[config.mk]
export PLATFORM = sky130hd
export DESIGN_NAME = ptp_tod_clock
export DESIGN_NICKNAME = d
export VERILOG_FILES = /design/src/rtl/ptpc_pkg.sv /design/src/rtl/ptpc_rate.sv /design/src/rtl/ptpc_adjust.sv /design/src/rtl/ptpc_tod.sv /design/src/rtl/ptpc_rel.sv /design/src/rtl/ptp_tod_clock.sv
export SDC_FILE = /design/constraint.sdc
export NUM_CORES = 1
export LEC_CHECK = 0
export ABC_AREA = 0
export CORE_MARGIN = 2
export CORE_UTILIZATION = 40
export DETAILED_ROUTE_END_ITERATION = 10
export PLACE_DENSITY = 0.73
export SLEW_MARGIN = 20
export SYNTH_ARGS = -nofsm -noshare
export SYNTH_HDL_FRONTEND = slang
export SYNTH_SLANG_ARGS = --single-unit
export TNS_END_PERCENT = 20
[constraint.sdc]
create_clock -name clk_i -period 16.11 [get_ports clk_i]
set_clock_uncertainty 0.15 [all_clocks]
set_input_delay 2.4165 -clock clk_i [delete_from_list [all_inputs] [get_ports clk_i]]
set_output_delay 2.4165 -clock clk_i [all_outputs]
set_load 0.01 [all_outputs]
[src/rtl/ptpc_pkg.sv]
package ptpc_pkg;
  localparam int unsigned     TOD_NS_W   = 32;
  localparam longint unsigned NS_PER_SEC = 64'd1_000_000_000;

  function automatic int unsigned max2(int unsigned a, int unsigned b);
    return (a > b) ? a : b;
  endfunction
endpackage

[src/rtl/ptpc_rate.sv]
// Period register plus rational drift accumulator; yields the base increment.
module ptpc_rate #(
  parameter int unsigned PERIOD_NS_W = 4,
  parameter int unsigned FNS_W       = 16,
  parameter int unsigned DRIFT_W     = 16,
  parameter int unsigned STEP_W      = 34,
  parameter int unsigned PERIOD_NUM  = 32,
  parameter int unsigned PERIOD_DEN  = 5
) (
  input  logic                   clk_i,
  input  logic                   rst_ni,
  input  logic [PERIOD_NS_W-1:0] period_ns_i,
  input  logic [FNS_W-1:0]       period_fns_i,
  input  logic                   period_valid_i,
  input  logic [DRIFT_W-1:0]     drift_num_i,
  input  logic [DRIFT_W-1:0]     drift_den_i,
  input  logic                   drift_valid_i,
  output logic [STEP_W-1:0]      rate_o
);
  localparam longint unsigned SCALED  = longint'(PERIOD_NUM) << FNS_W;
  localparam longint unsigned DEF_INC = SCALED / PERIOD_DEN;
  localparam logic [PERIOD_NS_W-1:0] DEF_NS  = PERIOD_NS_W'(DEF_INC >> FNS_W);
  localparam logic [FNS_W-1:0]       DEF_FNS = FNS_W'(DEF_INC);
  localparam logic [DRIFT_W-1:0]     DEF_NUM = DRIFT_W'(SCALED % PERIOD_DEN);
  localparam logic [DRIFT_W-1:0]     DEF_DEN = DRIFT_W'(PERIOD_DEN);

  logic [PERIOD_NS_W-1:0] pns_q;
  logic [FNS_W-1:0]       pfns_q;
  logic [DRIFT_W-1:0]     num_q, den_q, cnt_q;
  logic                   due;

  assign due    = (den_q != '0) && (cnt_q == den_q - 1'b1);
  assign rate_o = STEP_W'({pns_q, pfns_q}) + (due ? STEP_W'(num_q) : '0);

  always_ff @(posedge clk_i or negedge rst_ni) begin
    if (!rst_ni) begin
      pns_q  <= DEF_NS;
      pfns_q <= DEF_FNS;
    end else if (period_valid_i) begin
      pns_q  <= period_ns_i;
      pfns_q <= period_fns_i;
    end
  end

  always_ff @(posedge clk_i or negedge rst_ni) begin
    if (!rst_ni) begin
      num_q <= DEF_NUM;
      den_q <= DEF_DEN;
      cnt_q <= '0;
    end else if (drift_valid_i) begin
      num_q <= drift_num_i;
      den_q <= drift_den_i;
      cnt_q <= '0;
    end else if (den_q != '0) begin
      cnt_q <= due ? '0 : cnt_q + 1'b1;
    end
  end

  assert_phase_bound_R3: assert property (@(posedge clk_i) disable iff (!rst_ni)
    (den_q != '0) |-> (cnt_q < den_q));
  assert_period_load_R4: assert property (@(posedge clk_i) disable iff (!rst_ni)
    $past(period_valid_i) |-> (pns_q == $past(period_ns_i) && pfns_q == $past(period_fns_i)));
endmodule

[src/rtl/ptpc_adjust.sv]
// Bounded offset: adds a fixed amount on each of N cycles.
module ptpc_adjust #(
  parameter int unsigned OFFSET_NS_W = 16,
  parameter int unsigned FNS_W       = 16,
  parameter int unsigned ADJ_CNT_W   = 16,
  parameter int unsigned STEP_W      = 34
) (
  input  logic                   clk_i,
  input  logic                   rst_ni,
  input  logic [OFFSET_NS_W-1:0] adj_ns_i,
  input  logic [FNS_W-1:0]       adj_fns_i,
  input  logic [ADJ_CNT_W-1:0]   adj_count_i,
  input  logic                   adj_valid_i,
  output logic [STEP_W-1:0]      adj_step_o,
  output logic                   active_o
);
  logic [OFFSET_NS_W+FNS_W-1:0] amt_q;
  logic [ADJ_CNT_W-1:0]         cnt_q;

  assign active_o   = (cnt_q != '0);
  assign adj_step_o = active_o ? STEP_W'(amt_q) : '0;

  always_ff @(posedge clk_i or negedge rst_ni) begin
    if (!rst_ni) begin
      amt_q <= '0;
      cnt_q <= '0;
    end else if (adj_valid_i) begin
      amt_q <= {adj_ns_i, adj_fns_i};
      cnt_q <= adj_count_i;
    end else if (active_o) begin
      cnt_q <= cnt_q - 1'b1;
    end
  end

  assert_active_end_R9: assert property (@(posedge clk_i) disable iff (!rst_ni)
    $fell(active_o) |-> ($past(adj_valid_i) || $past(cnt_q) == ADJ_CNT_W'(1)));
  assert_zero_count_R9: assert property (@(posedge clk_i) disable iff (!rst_ni)
    (adj_valid_i && adj_count_i == '0) |=> !active_o);
endmodule

[src/rtl/ptpc_tod.sv]
// Seconds / nanoseconds / fraction counter with one-billion rollover.
module ptpc_tod #(
  parameter int unsigned SEC_W  = 48,
  parameter int unsigned FNS_W  = 16,
  parameter int unsigned STEP_W = 34,
  localparam int unsigned SUB_W = ptpc_pkg::TOD_NS_W + FNS_W,
  localparam int unsigned TOD_W = SEC_W + SUB_W
) (
  input  logic              clk_i,
  input  logic              rst_ni,
  input  logic [STEP_W-1:0] inc_i,
  input  logic [TOD_W-1:0]  load_i,
  input  logic              load_valid_i,
  output logic [TOD_W-1:0]  tod_o,
  output logic              step_o,
  output logic              pps_o
);
  import ptpc_pkg::*;
  localparam logic [SUB_W:0]      LIM    = (SUB_W+1)'(NS_PER_SEC << FNS_W);
  localparam logic [TOD_NS_W-1:0] NS_MAX = TOD_NS_W'(NS_PER_SEC - 1);

  logic [SEC_W-1:0]    sec_q;
  logic [SUB_W-1:0]    sub_q;
  logic [SUB_W:0]      sum;
  logic                wrap;
  logic [TOD_NS_W-1:0] ld_ns, ld_ns_sat;

  assign sum       = {1'b0, sub_q} + (SUB_W+1)'(inc_i);
  assign wrap      = (sum >= LIM);
  assign ld_ns     = load_i[FNS_W +: TOD_NS_W];
  assign ld_ns_sat = (ld_ns > NS_MAX) ? NS_MAX : ld_ns;

  always_ff @(posedge clk_i or negedge rst_ni) begin
    if (!rst_ni) begin
      sec_q  <= '0;
      sub_q  <= '0;
      step_o <= 1'b0;
      pps_o  <= 1'b0;
    end else if (load_valid_i) begin
      sec_q  <= load_i[TOD_W-1 -: SEC_W];
      sub_q  <= {ld_ns_sat, load_i[FNS_W-1:0]};
      step_o <= 1'b1;
      pps_o  <= 1'b0;
    end else begin
      sec_q  <= wrap ? sec_q + 1'b1 : sec_q;
      sub_q  <= wrap ? SUB_W'(sum - LIM) : SUB_W'(sum);
      step_o <= 1'b0;
      pps_o  <= wrap;
    end
  end

  assign tod_o = {sec_q, sub_q};

  assert_ns_range_R7: assert property (@(posedge clk_i) disable iff (!rst_ni)
    tod_o[FNS_W +: TOD_NS_W] <= NS_MAX);
  assert_pps_second_R7: assert property (@(posedge clk_i) disable iff (!rst_ni)
    pps_o |-> (sec_q == $past(sec_q) + 1'b1));
  assert_sec_hold_R7: assert property (@(posedge clk_i) disable iff (!rst_ni)
    (!pps_o && !step_o) |-> $stable(sec_q));
  assert_step_cause_R5: assert property (@(posedge clk_i) disable iff (!rst_ni)
    step_o |-> $past(load_valid_i));
endmodule

[src/rtl/ptpc_rel.sv]
// Flat relative nanosecond counter, no second wrap.
module ptpc_rel #(
  parameter int unsigned REL_W  = 64,
  parameter int unsigned STEP_W = 34
) (
  input  logic              clk_i,
  input  logic              rst_ni,
  input  logic [STEP_W-1:0] inc_i,
  input  logic [REL_W-1:0]  load_i,
  input  logic              load_valid_i,
  output logic [REL_W-1:0]  rel_o,
  output logic              step_o
);
  always_ff @(posedge clk_i or negedge rst_ni) begin
    if (!rst_ni) begin
      rel_o  <= '0;
      step_o <= 1'b0;
    end else if (load_valid_i) begin
      rel_o  <= load_i;
      step_o <= 1'b1;
    end else begin
      rel_o  <= rel_o + REL_W'(inc_i);
      step_o <= 1'b0;
    end
  end

  assert_rel_monotone_R8: assert property (@(posedge clk_i) disable iff (!rst_ni)
    !step_o |-> (rel_o >= $past(rel_o)));
  assert_rel_step_R6: assert property (@(posedge clk_i) disable iff (!rst_ni)
    step_o |-> (rel_o == $past(load_i)));
endmodule

[src/rtl/ptp_tod_clock.sv]
module ptp_tod_clock #(
  parameter int unsigned SEC_W       = 48,
  parameter int unsigned FNS_W       = 16,
  parameter int unsigned REL_NS_W    = 48,
  parameter int unsigned PERIOD_NS_W = 4,
  parameter int unsigned OFFSET_NS_W = 16,
  parameter int unsigned ADJ_CNT_W   = 16,
  parameter int unsigned DRIFT_W     = 16,
  parameter int unsigned PERIOD_NUM  = 32,
  parameter int unsigned PERIOD_DEN  = 5,
  localparam int unsigned TOD_W  = SEC_W + ptpc_pkg::TOD_NS_W + FNS_W,
  localparam int unsigned REL_W  = REL_NS_W + FNS_W,
  localparam int unsigned BASE_W = ptpc_pkg::max2(PERIOD_NS_W, OFFSET_NS_W) + FNS_W,
  localparam int unsigned STEP_W = ptpc_pkg::max2(BASE_W, DRIFT_W) + 2
) (
  input  logic                   clk_i,
  input  logic                   rst_ni,
  input  logic [TOD_W-1:0]       tod_load_i,
  input  logic                   tod_load_valid_i,
  input  logic [REL_W-1:0]       rel_load_i,
  input  logic                   rel_load_valid_i,
  input  logic [PERIOD_NS_W-1:0] period_ns_i,
  input  logic [FNS_W-1:0]       period_fns_i,
  input  logic                   period_valid_i,
  input  logic [OFFSET_NS_W-1:0] adj_ns_i,
  input  logic [FNS_W-1:0]       adj_fns_i,
  input  logic [ADJ_CNT_W-1:0]   adj_count_i,
  input  logic                   adj_valid_i,
  input  logic [DRIFT_W-1:0]     drift_num_i,
  input  logic [DRIFT_W-1:0]     drift_den_i,
  input  logic                   drift_valid_i,
  output logic [TOD_W-1:0]       tod_o,
  output logic                   tod_step_o,
  output logic [REL_W-1:0]       rel_o,
  output logic                   rel_step_o,
  output logic                   pps_o,
  output logic                   adj_active_o
);
  logic [STEP_W-1:0] rate, adj_step, inc;

  ptpc_rate #(
    .PERIOD_NS_W(PERIOD_NS_W), .FNS_W(FNS_W), .DRIFT_W(DRIFT_W), .STEP_W(STEP_W),
    .PERIOD_NUM(PERIOD_NUM), .PERIOD_DEN(PERIOD_DEN)
  ) u_rate (
    .clk_i, .rst_ni,
    .period_ns_i, .period_fns_i, .period_valid_i,
    .drift_num_i, .drift_den_i, .drift_valid_i,
    .rate_o(rate)
  );

  ptpc_adjust #(
    .OFFSET_NS_W(OFFSET_NS_W), .FNS_W(FNS_W), .ADJ_CNT_W(ADJ_CNT_W), .STEP_W(STEP_W)
  ) u_adjust (
    .clk_i, .rst_ni,
    .adj_ns_i, .adj_fns_i, .adj_count_i, .adj_valid_i,
    .adj_step_o(adj_step),
    .active_o(adj_active_o)
  );

  assign inc = rate + adj_step;

  ptpc_tod #(.SEC_W(SEC_W), .FNS_W(FNS_W), .STEP_W(STEP_W)) u_tod (
    .clk_i, .rst_ni,
    .inc_i(inc),
    .load_i(tod_load_i),
    .load_valid_i(tod_load_valid_i),
    .tod_o,
    .step_o(tod_step_o),
    .pps_o
  );

  ptpc_rel #(.REL_W(REL_W), .STEP_W(STEP_W)) u_rel (
    .clk_i, .rst_ni,
    .inc_i(inc),
    .load_i(rel_load_i),
    .load_valid_i(rel_load_valid_i),
    .rel_o,
    .step_o(rel_step_o)
  );

  assert_same_rate_R2: assert property (@(posedge clk_i) disable iff (!rst_ni)
    (!rel_step_o && !tod_step_o && !pps_o) |->
      ((rel_o - $past(rel_o)) == 64'(tod_o[47:0] - $past(tod_o[47:0]))));
endmodule

==> results.sh <==
export IMPL_path_delay_family="compound AO/OA/AOI/OAI gates"
export IMPL_rsz0062_at_grt="no"
export IMPL_wirelength_um=68800
export IMPL_fin_tns_setup_ps=0
export IMPL_layout_min_cycle_time_ps=11830
export IMPL_cp_start_kind="register"
export IMPL_numCtsBuffers=37
export IMPL_ys_seq_area_frac=0.357
export IMPL_hold_class="reg2reg"
export IMPL_regArea_sq_um=7000
export IMPL_numPortBuffers=430
export IMPL_maxCapViolCount=0
export IMPL_ctsRootBufferMaster="clkbuf_16"
export IMPL_antenna_found_initial=10
export IMPL_synth_cells=2226
export IMPL_crit_top_cell="a21oi_1"
export IMPL_vdd_drop_max_uv=114
export IMPL_grt_max_degree=83
export IMPL_yosysWarningCount=0
export IMPL_synth_common_cells="nand2_1, dfrtp_1, o21ai_0, xnor2_1, nor2_1"
export IMPL_finalSetupViolCount=0
export IMPL_synth_seq_cells=279
export IMPL_drtAntennaViolNets=0
export IMPL_synth_top_area_frac=0.340
export IMPL_dp_hpwl_um=53100
export IMPL_timing_final_crit_share=0.734
export IMPL_place_gp_congestion=0.971
export IMPL_nets=2997
export IMPL_remaining_drc_errors=0
export IMPL_pwr_density_cell_nw_per_um2=174
export IMPL_ys_top_cells_by_area="dfrtp_1, nand2_1, ha_1"
export IMPL_clk_latency_ps=570
export IMPL_max_clock_path_buffers=3
export IMPL_syn_to_final_growth_pct=31.6
export IMPL_clkSlewWorstSetupHoldPaths_ps=60
export IMPL_die_area_sq_um=50700
export IMPL_slew_viol_final=0
export IMPL_synth_top_area_cell="dfrtp_1"
export IMPL_hold_viol=0
export IMPL_leakage_nw=10.6
export IMPL_die_y_um=225
export IMPL_netlist_area_sq_um=19600
export IMPL_grt_pass1_vias=18600
export IMPL_synthesis_nets=2607
export IMPL_syn_avg_cell_area_sq_um=8.80
export IMPL_cts_sinks=279
export IMPL_final_area_sq_um=25800
export IMPL_multiInputGateArea_sq_um=11800
export IMPL_status="finished clean"
export IMPL_tightest_slew_ps=1040
export IMPL_io_pin_count=431
export IMPL_whs_ps=352
export IMPL_cp_data_required_time_ps=16370
export IMPL_final_cells=3269
export IMPL_cts_htree_levels=2
export IMPL_yosys_most_used_dff="dfrtp_1"
export IMPL_fmax_mhz=84.6
export IMPL_dp_slack_ps=4570
export IMPL_relSlewSlack=0.303
export IMPL_synthMostInstantiatedCell="nand2_1"
export IMPL_cts_hold_buffers=0
export IMPL_viasPerCell=5.66
export IMPL_cts_tree="done"
export IMPL_worstPathArrival_ps=12090
export IMPL_post_dp_cell_area_sq_um=24400
export IMPL_max_stage_delay_ps=640
export IMPL_worst_path_max_delay_cell="a211oi_1"
export IMPL_post_drt_wl_per_cell_um=21.1
export IMPL_crit_type="reg2reg"
export IMPL_die_x_um=225
export IMPL_firstDrtPassIters=6
export IMPL_initial_core_util=0.402
export IMPL_cts_resized=0
export IMPL_fillers=4421
export IMPL_cp_max_fo=70
export IMPL_synth_edff_count=0
export IMPL_synthDistinctLibCells=88
export IMPL_rows=81
export IMPL_grt_pass1_wl_um=106000
export IMPL_core_area_sq_um=48600
export IMPL_drt_iter0_markers=1075
export IMPL_vias=18500
export IMPL_track_usage=0.267
export IMPL_post_cts_setup_buffers=0
export IMPL_critPathBufInv=3
export IMPL_cp_end_kind="register"
export IMPL_synth_async_reset_ratio=1.00
export IMPL_dp_cells=3199
export IMPL_drive_above_1_share=0.0870
export IMPL_postLayoutSetupSlackWorst_ps=4280
export IMPL_globalRouteOverflowTotal=0
==> per-stage QoR <==
step            util  power [mW]
3_3_place_gp   0.501        3.47
6_report       0.530        4.48
4_1_cts        0.529        4.48
3_5_place_dp   0.501        3.51
2_1_floorplan      -        2.69
5_1_grt        0.529        4.78
==> logic make-up (layout without fill, tap and decap cells) <==
family                   Yosys count  in the layout  synth area share
multiplexers                      73             73            0.0418
AO/OA/AOI/OAI                    567            567             0.179
buffers and inverters            197            614            0.0418
XOR/XNOR                         208            208            0.0930
flip-flops                       279            279             0.357
other                              0              4                 0
AND/OR/NAND/NOR                  788            788             0.207
adder cells (fa/ha/maj)          114            114            0.0801
==> cells in the final DEF, fill, tap and decap left out, types with 22 or more instances in the layout <==
master | netlist | layout
clkdlybuf4s50_1 | 0 | 426
nand2_1 | 318 | 318
dfrtp_1 | 266 | 266
o21ai_0 | 190 | 190
xnor2_1 | 121 | 121
nor2_1 | 115 | 115
a21oi_1 | 112 | 112
inv_1 | 100 | 100
ha_1 | 95 | 95
xor2_1 | 87 | 87
mux2_2 | 70 | 70
nand3_1 | 59 | 59
o21ai_1 | 53 | 53
and3_1 | 49 | 49
nor3_1 | 43 | 41
a21o_1 | 39 | 39
clkbuf_16 | 0 | 37
nand4_1 | 34 | 34
nor4_2 | 29 | 29
or3_1 | 22 | 22
and2_1 | 22 | 22
==> state kept, by name, summed over array words and instances (netlist names) <==
signal and count:
u_rate.cnt_q 16, u_adjust.cnt_q 16, u_rate.pfns_q 16, u_adjust.amt_q 32
u_tod.sub_q 48, u_tod.sec_q 48, u_rate.num_q 16, u_rate.den_q 16
u_rel.step_o 1, u_tod.step_o 1, u_rel.rel_o 64, u_rate.pns_q 4
u_tod.pps_o 1
==> metal layers <==
metal | wire length (um) | vias up | share of wire | global-route usage
li1 | - | 8687 | - | -
met1 | 27700 | 8949 | 0.40 | 0.326
met2 | 32900 | 715 | 0.48 | 0.452
met3 | 5640 | 141 | 0.082 | 0.0712
met4 | 2540 | 12 | 0.037 | 0.100
met5 | 77 | - | 0.0011 | 0
==> power breakdown <==
part,total [mW],internal [mW],switching [mW]
clock network,0.934,0.582,0.352
logic,2.53,1.07,1.46
registers,1.02,0.853,0.163
total,4.48,2.51,1.97
==> worst paths after layout <==
path | start | end | slack [ps] | cells past startpoint
worst min-delay path | u_adjust.amt_q[20] | u_adjust.amt_q[20] | 350 | 1
worst min register to register | u_adjust.amt_q[20] | u_adjust.amt_q[20] | 350 | 1
min in group asynchronous | rst_ni | u_tod.sub_q[6] | 1710 | 1
worst max-delay path | u_rate.den_q[3] | u_tod.sec_q[18] | 4280 | 39
max in group asynchronous | rst_ni | u_rel.rel_o[47] | 11930 | 3
worst max register to register | u_rate.den_q[3] | u_tod.sec_q[18] | 4280 | 39
==> cell type report <==
class / count / share of cell area
clock inverter: 16 / 0.0123
clock buffer: 50 / 0.0413
tap: 622 / 0.0302
antenna: 4 / 0.000389
inverter: 101 / 0.0147
sequential: 279 / 0.272
timing repair buffer: 447 / 0.172
multi-input combinational: 1750 / 0.458
(Power assumes the default switching activity.)
